`src/rtl/ecc_fix_pkg.sv`:
```
package ecc_fix_pkg;

  typedef enum logic [1:0] {
    CLS_OK       = 2'd0,
    CLS_FIX_DATA = 2'd1,
    CLS_FIX_ECC  = 2'd2,
    CLS_BAD      = 2'd3
  } eccClass_e;

  localparam logic [1:0] ST_OK    = 2'b00;
  localparam logic [1:0] ST_FIXED = 2'b01;
  localparam logic [1:0] ST_BAD   = 2'b11;

  typedef struct packed {
    logic capture;
    logic latchResult;
    logic rdEn;
    logic wrEn;
  } ctlStrobe_t;

endpackage

```
`src/rtl/ecc_fix_datapath.sv`:
```
module ecc_fix_datapath
  import ecc_fix_pkg::*;
#(
  parameter int BYTE_W    = 8,
  parameter int ECC_BYTES = 3,
  localparam int SYN_W    = BYTE_W * ECC_BYTES,
  localparam int LOC_W    = SYN_W / 2,
  localparam int BIT_W    = $clog2(BYTE_W),
  localparam int ADDR_W   = LOC_W - BIT_W
) (
  input  logic              clk,
  input  logic              rstN,
  input  ctlStrobe_t        strobe,
  input  logic [SYN_W-1:0]  storedEcc,
  input  logic [SYN_W-1:0]  calcEcc,
  input  logic              ignoreBlank,
  input  logic [BYTE_W-1:0] bufRdData,
  output eccClass_e         cls,
  output logic [ADDR_W-1:0] errByte,
  output logic [BIT_W-1:0]  errBit,
  output logic [BYTE_W-1:0] bufWrData,
  output logic [1:0]        status
);

  logic [SYN_W-1:0] syndReg;
  logic             blankReg;
  logic [LOC_W-1:0] pairDiff;
  logic [LOC_W-1:0] locBits;
  logic             allPairs;
  logic             oneHot;
  logic [BYTE_W-1:0] bitMask;

  always_ff @(posedge clk or negedge rstN) begin
    if (!rstN) begin
      syndReg  <= '0;
      blankReg <= 1'b0;
    end else if (strobe.capture) begin
      syndReg  <= storedEcc ^ calcEcc;
      blankReg <= ignoreBlank & (&storedEcc);
    end
  end

  // Each pair of syndrome bits: the odd member carries the location bit.
  for (genvar p = 0; p < LOC_W; p++) begin : g_pair
    assign pairDiff[p] = syndReg[2*p] ^ syndReg[2*p+1];
    assign locBits[p]  = syndReg[2*p+1];
  end

  assign allPairs = &pairDiff;
  assign oneHot   = (syndReg != '0) && ((syndReg & (syndReg - SYN_W'(1))) == '0);

  always_comb begin
    if (syndReg == '0)      cls = CLS_OK;
    else if (blankReg)      cls = CLS_OK;
    else if (allPairs)      cls = CLS_FIX_DATA;
    else if (oneHot)        cls = CLS_FIX_ECC;
    else                    cls = CLS_BAD;
  end

  assign errByte   = locBits[ADDR_W-1:0];
  assign errBit    = locBits[LOC_W-1:ADDR_W];
  assign bitMask   = BYTE_W'(1) << errBit;
  assign bufWrData = bufRdData ^ bitMask;

  always_ff @(posedge clk or negedge rstN) begin
    if (!rstN) begin
      status <= ST_OK;
    end else if (strobe.latchResult) begin
      unique case (cls)
        CLS_OK:       status <= ST_OK;
        CLS_FIX_DATA: status <= ST_FIXED;
        CLS_FIX_ECC:  status <= ST_FIXED;
        default:      status <= ST_BAD;
      endcase
    end
  end

  // a zero syndrome ends as a clean status
  a_r1_zero_clean: assert property (@(posedge clk) disable iff (!rstN)
    (strobe.latchResult && syndReg == '0) |=> status == ST_OK);

  // a lone flipped check bit reports corrected
  a_r5_single_fixed: assert property (@(posedge clk) disable iff (!rstN)
    (strobe.latchResult && !blankReg && $countones(syndReg) == 1) |=> status == ST_FIXED);

  // several bits without the pair pattern report uncorrectable
  a_r6_multi_bad: assert property (@(posedge clk) disable iff (!rstN)
    (strobe.latchResult && !blankReg && !allPairs && $countones(syndReg) > 1)
      |=> status == ST_BAD);

endmodule

```
`src/rtl/ecc_fix_control.sv`:
```
module ecc_fix_control
  import ecc_fix_pkg::*;
(
  input  logic       clk,
  input  logic       rstN,
  input  logic       startStrobe,
  input  eccClass_e  cls,
  output ctlStrobe_t strobe,
  output logic       busy,
  output logic       done
);

  typedef enum logic [2:0] {
    S_IDLE, S_CLASS, S_READ, S_WRITE, S_DONE
  } ctlState_e;

  ctlState_e state, stateNext;

  always_comb begin
    stateNext = state;
    unique case (state)
      S_IDLE:  if (startStrobe) stateNext = S_CLASS;
      S_CLASS: stateNext = (cls == CLS_FIX_DATA) ? S_READ : S_DONE;
      S_READ:  stateNext = S_WRITE;
      S_WRITE: stateNext = S_DONE;
      S_DONE:  stateNext = S_IDLE;
      default: stateNext = S_IDLE;
    endcase
  end

  always_ff @(posedge clk or negedge rstN) begin
    if (!rstN) state <= S_IDLE;
    else       state <= stateNext;
  end

  always_comb begin
    strobe             = '0;
    strobe.capture     = (state == S_IDLE) && startStrobe;
    strobe.latchResult = (state == S_CLASS);
    strobe.rdEn        = (state == S_READ);
    strobe.wrEn        = (state == S_WRITE);
  end

  assign busy = (state != S_IDLE);
  assign done = (state == S_DONE);

  // every write-back is preceded by the read of the same byte
  a_r4_write_after_read: assert property (@(posedge clk) disable iff (!rstN)
    strobe.wrEn |-> $past(strobe.rdEn));

  // done lasts a single cycle
  a_r7_done_pulse: assert property (@(posedge clk) disable iff (!rstN)
    done |=> !done);

  // no buffer traffic while idle
  a_r9_idle_quiet: assert property (@(posedge clk) disable iff (!rstN)
    !busy |-> !(strobe.rdEn || strobe.wrEn));

endmodule

```
`src/rtl/ecc_fix_top.sv`:
```
module ecc_fix_top
  import ecc_fix_pkg::*;
#(
  parameter int BYTE_W    = 8,
  parameter int ECC_BYTES = 3,
  localparam int SYN_W    = BYTE_W * ECC_BYTES,
  localparam int LOC_W    = SYN_W / 2,
  localparam int BIT_W    = $clog2(BYTE_W),
  localparam int ADDR_W   = LOC_W - BIT_W
) (
  input  logic              clk,
  input  logic              rstN,
  input  logic              startStrobe,
  input  logic              ignoreBlank,
  input  logic [SYN_W-1:0]  storedEcc,
  input  logic [SYN_W-1:0]  calcEcc,
  input  logic [BYTE_W-1:0] bufRdData,
  output logic [ADDR_W-1:0] bufAddr,
  output logic              bufRdEn,
  output logic              bufWrEn,
  output logic [BYTE_W-1:0] bufWrData,
  output logic              busy,
  output logic              done,
  output logic [1:0]        status,
  output logic [ADDR_W-1:0] errByte,
  output logic [BIT_W-1:0]  errBit
);

  ctlStrobe_t strobe;
  eccClass_e  cls;

  ecc_fix_control u_ctl (
    .clk         (clk),
    .rstN        (rstN),
    .startStrobe (startStrobe),
    .cls         (cls),
    .strobe      (strobe),
    .busy        (busy),
    .done        (done)
  );

  ecc_fix_datapath #(
    .BYTE_W    (BYTE_W),
    .ECC_BYTES (ECC_BYTES)
  ) u_dp (
    .clk         (clk),
    .rstN        (rstN),
    .strobe      (strobe),
    .storedEcc   (storedEcc),
    .calcEcc     (calcEcc),
    .ignoreBlank (ignoreBlank),
    .bufRdData   (bufRdData),
    .cls         (cls),
    .errByte     (errByte),
    .errBit      (errBit),
    .bufWrData   (bufWrData),
    .status      (status)
  );

  assign bufAddr = errByte;
  assign bufRdEn = strobe.rdEn;
  assign bufWrEn = strobe.wrEn;

  // a write only happens once the result has been latched as corrected
  a_r4_write_is_fixed: assert property (@(posedge clk) disable iff (!rstN)
    bufWrEn |-> status == ST_FIXED);

  // the error location cannot move while an operation is in flight
  a_r8_busy_holds_loc: assert property (@(posedge clk) disable iff (!rstN)
    busy |=> ($stable(errByte) && $stable(errBit)));

endmodule

```
`config.mk`:
```
export PLATFORM = sky130hd
export DESIGN_NAME = ecc_fix_top
export DESIGN_NICKNAME = d
export VERILOG_FILES = /design/src/rtl/ecc_fix_pkg.sv /design/src/rtl/ecc_fix_datapath.sv /design/src/rtl/ecc_fix_control.sv /design/src/rtl/ecc_fix_top.sv
export SDC_FILE = /design/constraint.sdc
export NUM_CORES = 1
export LEC_CHECK = 0
export ABC_AREA = 1
export BUFFER_PORTS_ARGS = -buffer_cell sky130_fd_sc_hd__buf_4
export CORE_UTILIZATION = 38
export DETAILED_ROUTE_END_ITERATION = 10
export GPL_TIMING_DRIVEN = 0
export PLACE_DENSITY = 0.71
export SLEW_MARGIN = 20
export SYNTH_ARGS = -nofsm -noshare
export SYNTH_HDL_FRONTEND = slang
export SYNTH_SLANG_ARGS = --single-unit
```
`constraint.sdc`:
```
create_clock -name clk -period 3.1 [get_ports clk]
set_input_delay 0.31 -clock clk [delete_from_list [all_inputs] [get_ports clk]]
set_output_delay 0.31 -clock clk [all_outputs]
set_load 0.05 [all_outputs]
```
# Word-level counts from Yosys, hierarchy flattened
# Index checks and enable logic that the tools add are counted.
# word_totals
wordCells	48
ff_bits	30
inputBits	60
# op_classes
n_reduce_logical	11
n_bitwise	16
n_shift	1
n_eq_ne	7
add_sub_neg	1
mux	8
# op_table
cell	count
$logic_not A24 Y1	2
$and A24 B24 Y24	1
$reduce_and A24 Y1	1
$reduce_bool A24 Y1	1
$sub A24 B1 Y24 const B	1
$xor A24 B24 Y24	1
$pmux W3 S4	1
$reduce_and A12 Y1	1
$xor A1 B1 Y1	12
$shl A1 B3 Y8 const A	1
$xor A8 B8 Y8	1
$eq A3 B2 Y1 const B	2
$mux W2	3
$mux W3	2
$pmux W2 S2	1
$eq A3 B1 Y1 const B	1
$eq A3 B3 Y1 const B	1
$logic_not A3 Y1	1
$reduce_bool A3 Y1	1
$eq A2 B1 Y1 const B	1
$eq A2 B2 Y1 const B	1
$logic_and A1 B1 Y1	2
$logic_not A2 Y1	1
$ne A2 B2 Y1 const B	1
other kinds (3)	3

# Depth between registers and ports, before layout
# logic_depth
word_depth	11
depth_mapped	15
mapped_depth_nobuf	15

# Cells and area by module
# Synthesis repeated with hierarchy kept, for this count alone.
# unflattened
hier_cells	392
hier_area_um2	2721.4
# modules_own_cells
module	instances	seq_area_each_um2	cells_each	area_each_um2
ecc_fix_datapath	1	675.6	357	2474.9
ecc_fix_control	1	75.1	26	178.9
ecc_fix_top	1	0.0	9	67.6

# Worst setup path before layout
# Ideal clock, no wire load.
# synth_timing
path_type	flip-flop to output port
startpoint	register u_dp.syndReg[19]
endpoint	output port bufWrData[6]
t_arrival_ns	1.541
stages_incl_launch_ff	5
slack_ns	1.249
n_path_buf	1
required_time_ns	2.790
cell_sequence	dfrtp_1 buf_2 inv_1 nand3_1 xnor2_1
# synth_between
elab_chain_cells	2
# synth_rtl
element	line_no	source
from (decl)	ecc_fix_datapath.sv:25	logic [SYN_W-1:0] syndReg;
from (signal assigned)	ecc_fix_datapath.sv:38	syndReg <= storedEcc ^ calcEcc;
$shl A1 B3 Y8	ecc_fix_datapath.sv:62	assign bitMask = BYTE_W'(1) << errBit;
$xor A8 B8 Y8	ecc_fix_datapath.sv:63	assign bufWrData = bufRdData ^ bitMask;
to (decl)	ecc_fix_top.sv:21	output logic [BYTE_W-1:0] bufWrData,
# Every way passes these cells.

# Worst setup path in the final report
# layout_timing
startpoint	register u_dp.syndReg[21]
endpoint	register u_dp.status[1]
# layout_between
elab_chain_cells	11
word_cells_on_any_way	17
classes_between	add/sub (1); eq/ne (2); mux (5); bitwise (2); reduce/logical (7)
# layout_rtl
element	line_no	source
$sub A24 B1 Y24	ecc_fix_datapath.sv:50	assign oneHot = (syndReg != '0) && ((syndReg & (syndReg - SYN_W'(1))) == '0);
$and A24 B24 Y24	ecc_fix_datapath.sv:50	
$logic_not A24 Y1	ecc_fix_datapath.sv:50	
$logic_and A1 B1 Y1	ecc_fix_datapath.sv:50	
$mux W1	ecc_fix_datapath.sv:56	else if (oneHot) cls = CLS_FIX_ECC;
$mux W2	ecc_fix_datapath.sv:55	else if (allPairs) cls = CLS_FIX_DATA;
$mux W2	ecc_fix_datapath.sv:54	else if (blankReg) cls = CLS_OK;
$mux W2 (*)	ecc_fix_datapath.sv:53	if (syndReg == '0) cls = CLS_OK;
$eq A2 B1 Y1 / $eq A2 B2 Y1 (equally long branches)	ecc_fix_datapath.sv:69	unique case (cls)
$reduce_or A2 Y1 (no source line)	--	
$pmux W2 S2 (*)	ecc_fix_datapath.sv:69	
to (signal assigned)	ecc_fix_datapath.sv:70	CLS_OK: status <= ST_OK;
to (signal assigned)	ecc_fix_datapath.sv:71	CLS_FIX_DATA: status <= ST_FIXED;
to (signal assigned)	ecc_fix_datapath.sv:72	CLS_FIX_ECC: status <= ST_FIXED;
to (decl)	ecc_fix_datapath.sv:22	output logic [1:0] status
# Mark *: on every way between the ends. The rest lies on a longest branch, timed or not.
# A chain may end at the register's enable or synchronous reset.

==> metrics <==
outcome finished clean; TritonCTS buffer count 5; reg2reg path depth 12; Syn Nets 467; # DRC 0; Setup violations, final 0; root buffer cell clkbuf_8; drt wl/cell 12.46 microns; Post-Syn Instances 386; crit path kind reg -> reg; Die ar. 7450 sq um; post-DR vias/cell 4.674; fmax 466.9 MHz; Worst Skew 0.006981 ns; crit-path max FO 8; r2r endpoint u_dp.status[1]; Leak 1.902 nW; most frequent cells in the layout 117 x buf_4, 109 x nand2_1, 45 x inv_1; Clock power frac 12.3%; Net Sw Frac 51.06%; total grt overflow 0; max capacitance violation total 0; initial antenna violation count 0; Yosys warnings 0; pwr dens 695.5 nW/um^2; post-route ant nets 0; Distinct cells, synth 25; CP required 3.27 ns; Peak VDD IR 320.4 uV; R2R Setup Slk 0.96 ns; RSZ-0062 raised after global routing no; area delta synth->final 34.00%; core area 6832 sq um; Comb power frac 63.2%; Final Max Slew Viols 0; Reg clk slew, reported paths 0.06 ns; Total Neg Setup Slack 0 ns; NetSw 1.285 mW; flops & latches, synth 30; Sequential Power Share 24.4%; Startpoint Class flip-flop; Slew Limit Headroom 66.17%; RD Place Congestion 0.8852; Final Cycle Share 69.08%; vias 2725; starting density of the core 39.54%; boundary pin count 95; number of global-route vias before repair 2607; RR Startpoint u_dp.syndReg[21]; Hold Startpoint startStrobe; largest net degree at the start of global routing 31; CP Capture Type flip-flop; Setup Buffers After CTS 0; GRT Resource Usage Total 20.41%; worst setup path start u_dp.syndReg[21]; CTS Hold Buffers Added 1; H-tree depth 2; final hold viol count 0; fraction of layout cells with a size suffix above 1 29.16%; Initial DRC Count 109; Tightest Hold Check Type in -> reg; Storage cell area 750.7 sq um; area of the multi-input gates 1584 sq um; min cycle time layout 2.142 ns; Post-Syn Area 2701 sq um; worst slack, placed 1.000 ns; first-pass GRT wire length 11770 microns; worst slew pin tran 0.5075 ns; Clk Latency, worst-skew pair 0.28 ns; WP data arrival 2.31 ns; Int Pwr 1.232 mW; Die Y 86.32 microns; Final nets 569; routed wire length 7266 microns; Longest Clk Path Bufs 2; post-route setup slack 0.9584 ns; Synth Area per Inst 6.998 sq um; DR pass1 iterations 6; Antenna Cells 0; most common cell after layout, fill and taps aside buf_4; register area share after synthesis 27.79%; Core Rows 30; Layout fillers 683; die width 86.32 microns; Hold EP u_ctl.state[0]; WHS Path Cells 3; CTS sink count 30; CTS tree built; number of port buffers 94; DP HPWL 6129 microns; PostCTS Resize Cnt 0
per-stage QoR:
step / power [mW] / cell area (sq um) / cells / util [%] / hold WS, ns
after floorplan: 1.742 / 2701 / 386 / - / 0.01441
after global placement: 2.188 / 3527 / 576 / 51.63 / 0.2586
after detailed placement: 2.209 / 3527 / 576 / 51.63 / 0.2636
after CTS: 2.519 / 3620 / 583 / 52.99 / 0.2498
after global routing: 2.702 / 3620 / 583 / 52.99 / 0.2954
final: 2.517 / 3620 / 583 / 52.99 / 0.2522
sequential cells by signal (all words and copies together), names as in the netlist:
register / cells
u_dp.syndReg: 24
u_dp.blankReg: 1
u_ctl.state: 3
u_dp.status: 2
worst max-delay path: stages, from the launching register on:
cell     delay, ns
dfrtp_1       0.49
inv_1         0.18
ha_1          0.34
nand2_1       0.08
nor2_1        0.04
nand3_1       0.15
nand3_1       0.11
nor2_1        0.14
nand3_1       0.09
nor2_1        0.13
nand3_1       0.14
nand2_1       0.09
nand2_1       0.05
worst max path at each step:
stage / slack, ns / cells after the start / endpoint
finish: 0.96 / 12 / u_dp.status[1]
floorplan: 1.25 / 4 / bufWrData[6]
CTS: 0.99 / 12 / u_dp.status[1]
global route: 0.79 / 12 / u_dp.status[1]
global placement: 1.07 / 12 / u_dp.status[1]
detailed placement: 1.0 / 12 / u_dp.status[1]
power by group through the flow:
stage	registers (mW)	clock network (mW)	logic (mW)
6_report	0.615	0.310	1.59
5_1_grt	0.632	0.327	1.74
4_1_cts	0.613	0.310	1.60
3_5_place_dp	0.619	0	1.59
3_3_place_gp	0.616	0	1.57
2_1_floorplan	0.608	0	1.13
synthesized netlist by cell type:
cell type | number | area [sq um]
nand2_1 | 109 | 409.1
xor2_1 | 24 | 210.2
nor2_1 | 33 | 123.9
buf_4 | 23 | 172.7
nor2_2 | 4 | 25.02
nand2_4 | 1 | 11.26
o21ai_1 | 1 | 5.000
and2_1 | 1 | 6.260
nand2_2 | 4 | 25.02
o21ai_0 | 30 | 150.1
ha_1 | 21 | 262.8
inv_2 | 2 | 7.510
xnor2_1 | 8 | 70.07
a21oi_1 | 4 | 20.02
nand4_1 | 9 | 56.30
nand3b_1 | 1 | 7.510
dfrtp_1 | 30 | 750.7
nor3_1 | 1 | 5.000
nand3_1 | 22 | 110.1
clkbuf_1 | 2 | 7.510
buf_2 | 2 | 10.01
nor4_1 | 1 | 6.260
a31oi_1 | 2 | 12.51
inv_1 | 45 | 168.9
nor2_4 | 6 | 67.56
cell type report:
type / instances / area share (%)
buffer: 27 / 5.254
clock buffer: 6 / 2.281
inverter: 47 / 4.874
tap: 96 / 3.318
multi-input combinational: 282 / 43.76
timing repair buffer: 95 / 19.77
sequential: 30 / 20.74
routing by layer:
metal,track usage (%),vias to the layer above,part of all wire [%]
met5,0,-,0
met4,5.152,0,1.0
met3,3.429,6,5.8
met2,34.13,78,47
met1,27.46,1244,46
li1,-,1397,-
cells by family after synthesis:
logic type,Yosys count,synth area share (%)
AND/OR/NAND/NOR,192,31.59
buffers and inverters,74,13.57
AO/OA/AOI/OAI,37,6.947
XOR/XNOR,32,10.38
flip-flops,30,27.79
adder cells (fa/ha/maj),21,9.727
Power figures use the tool's default switching activity.
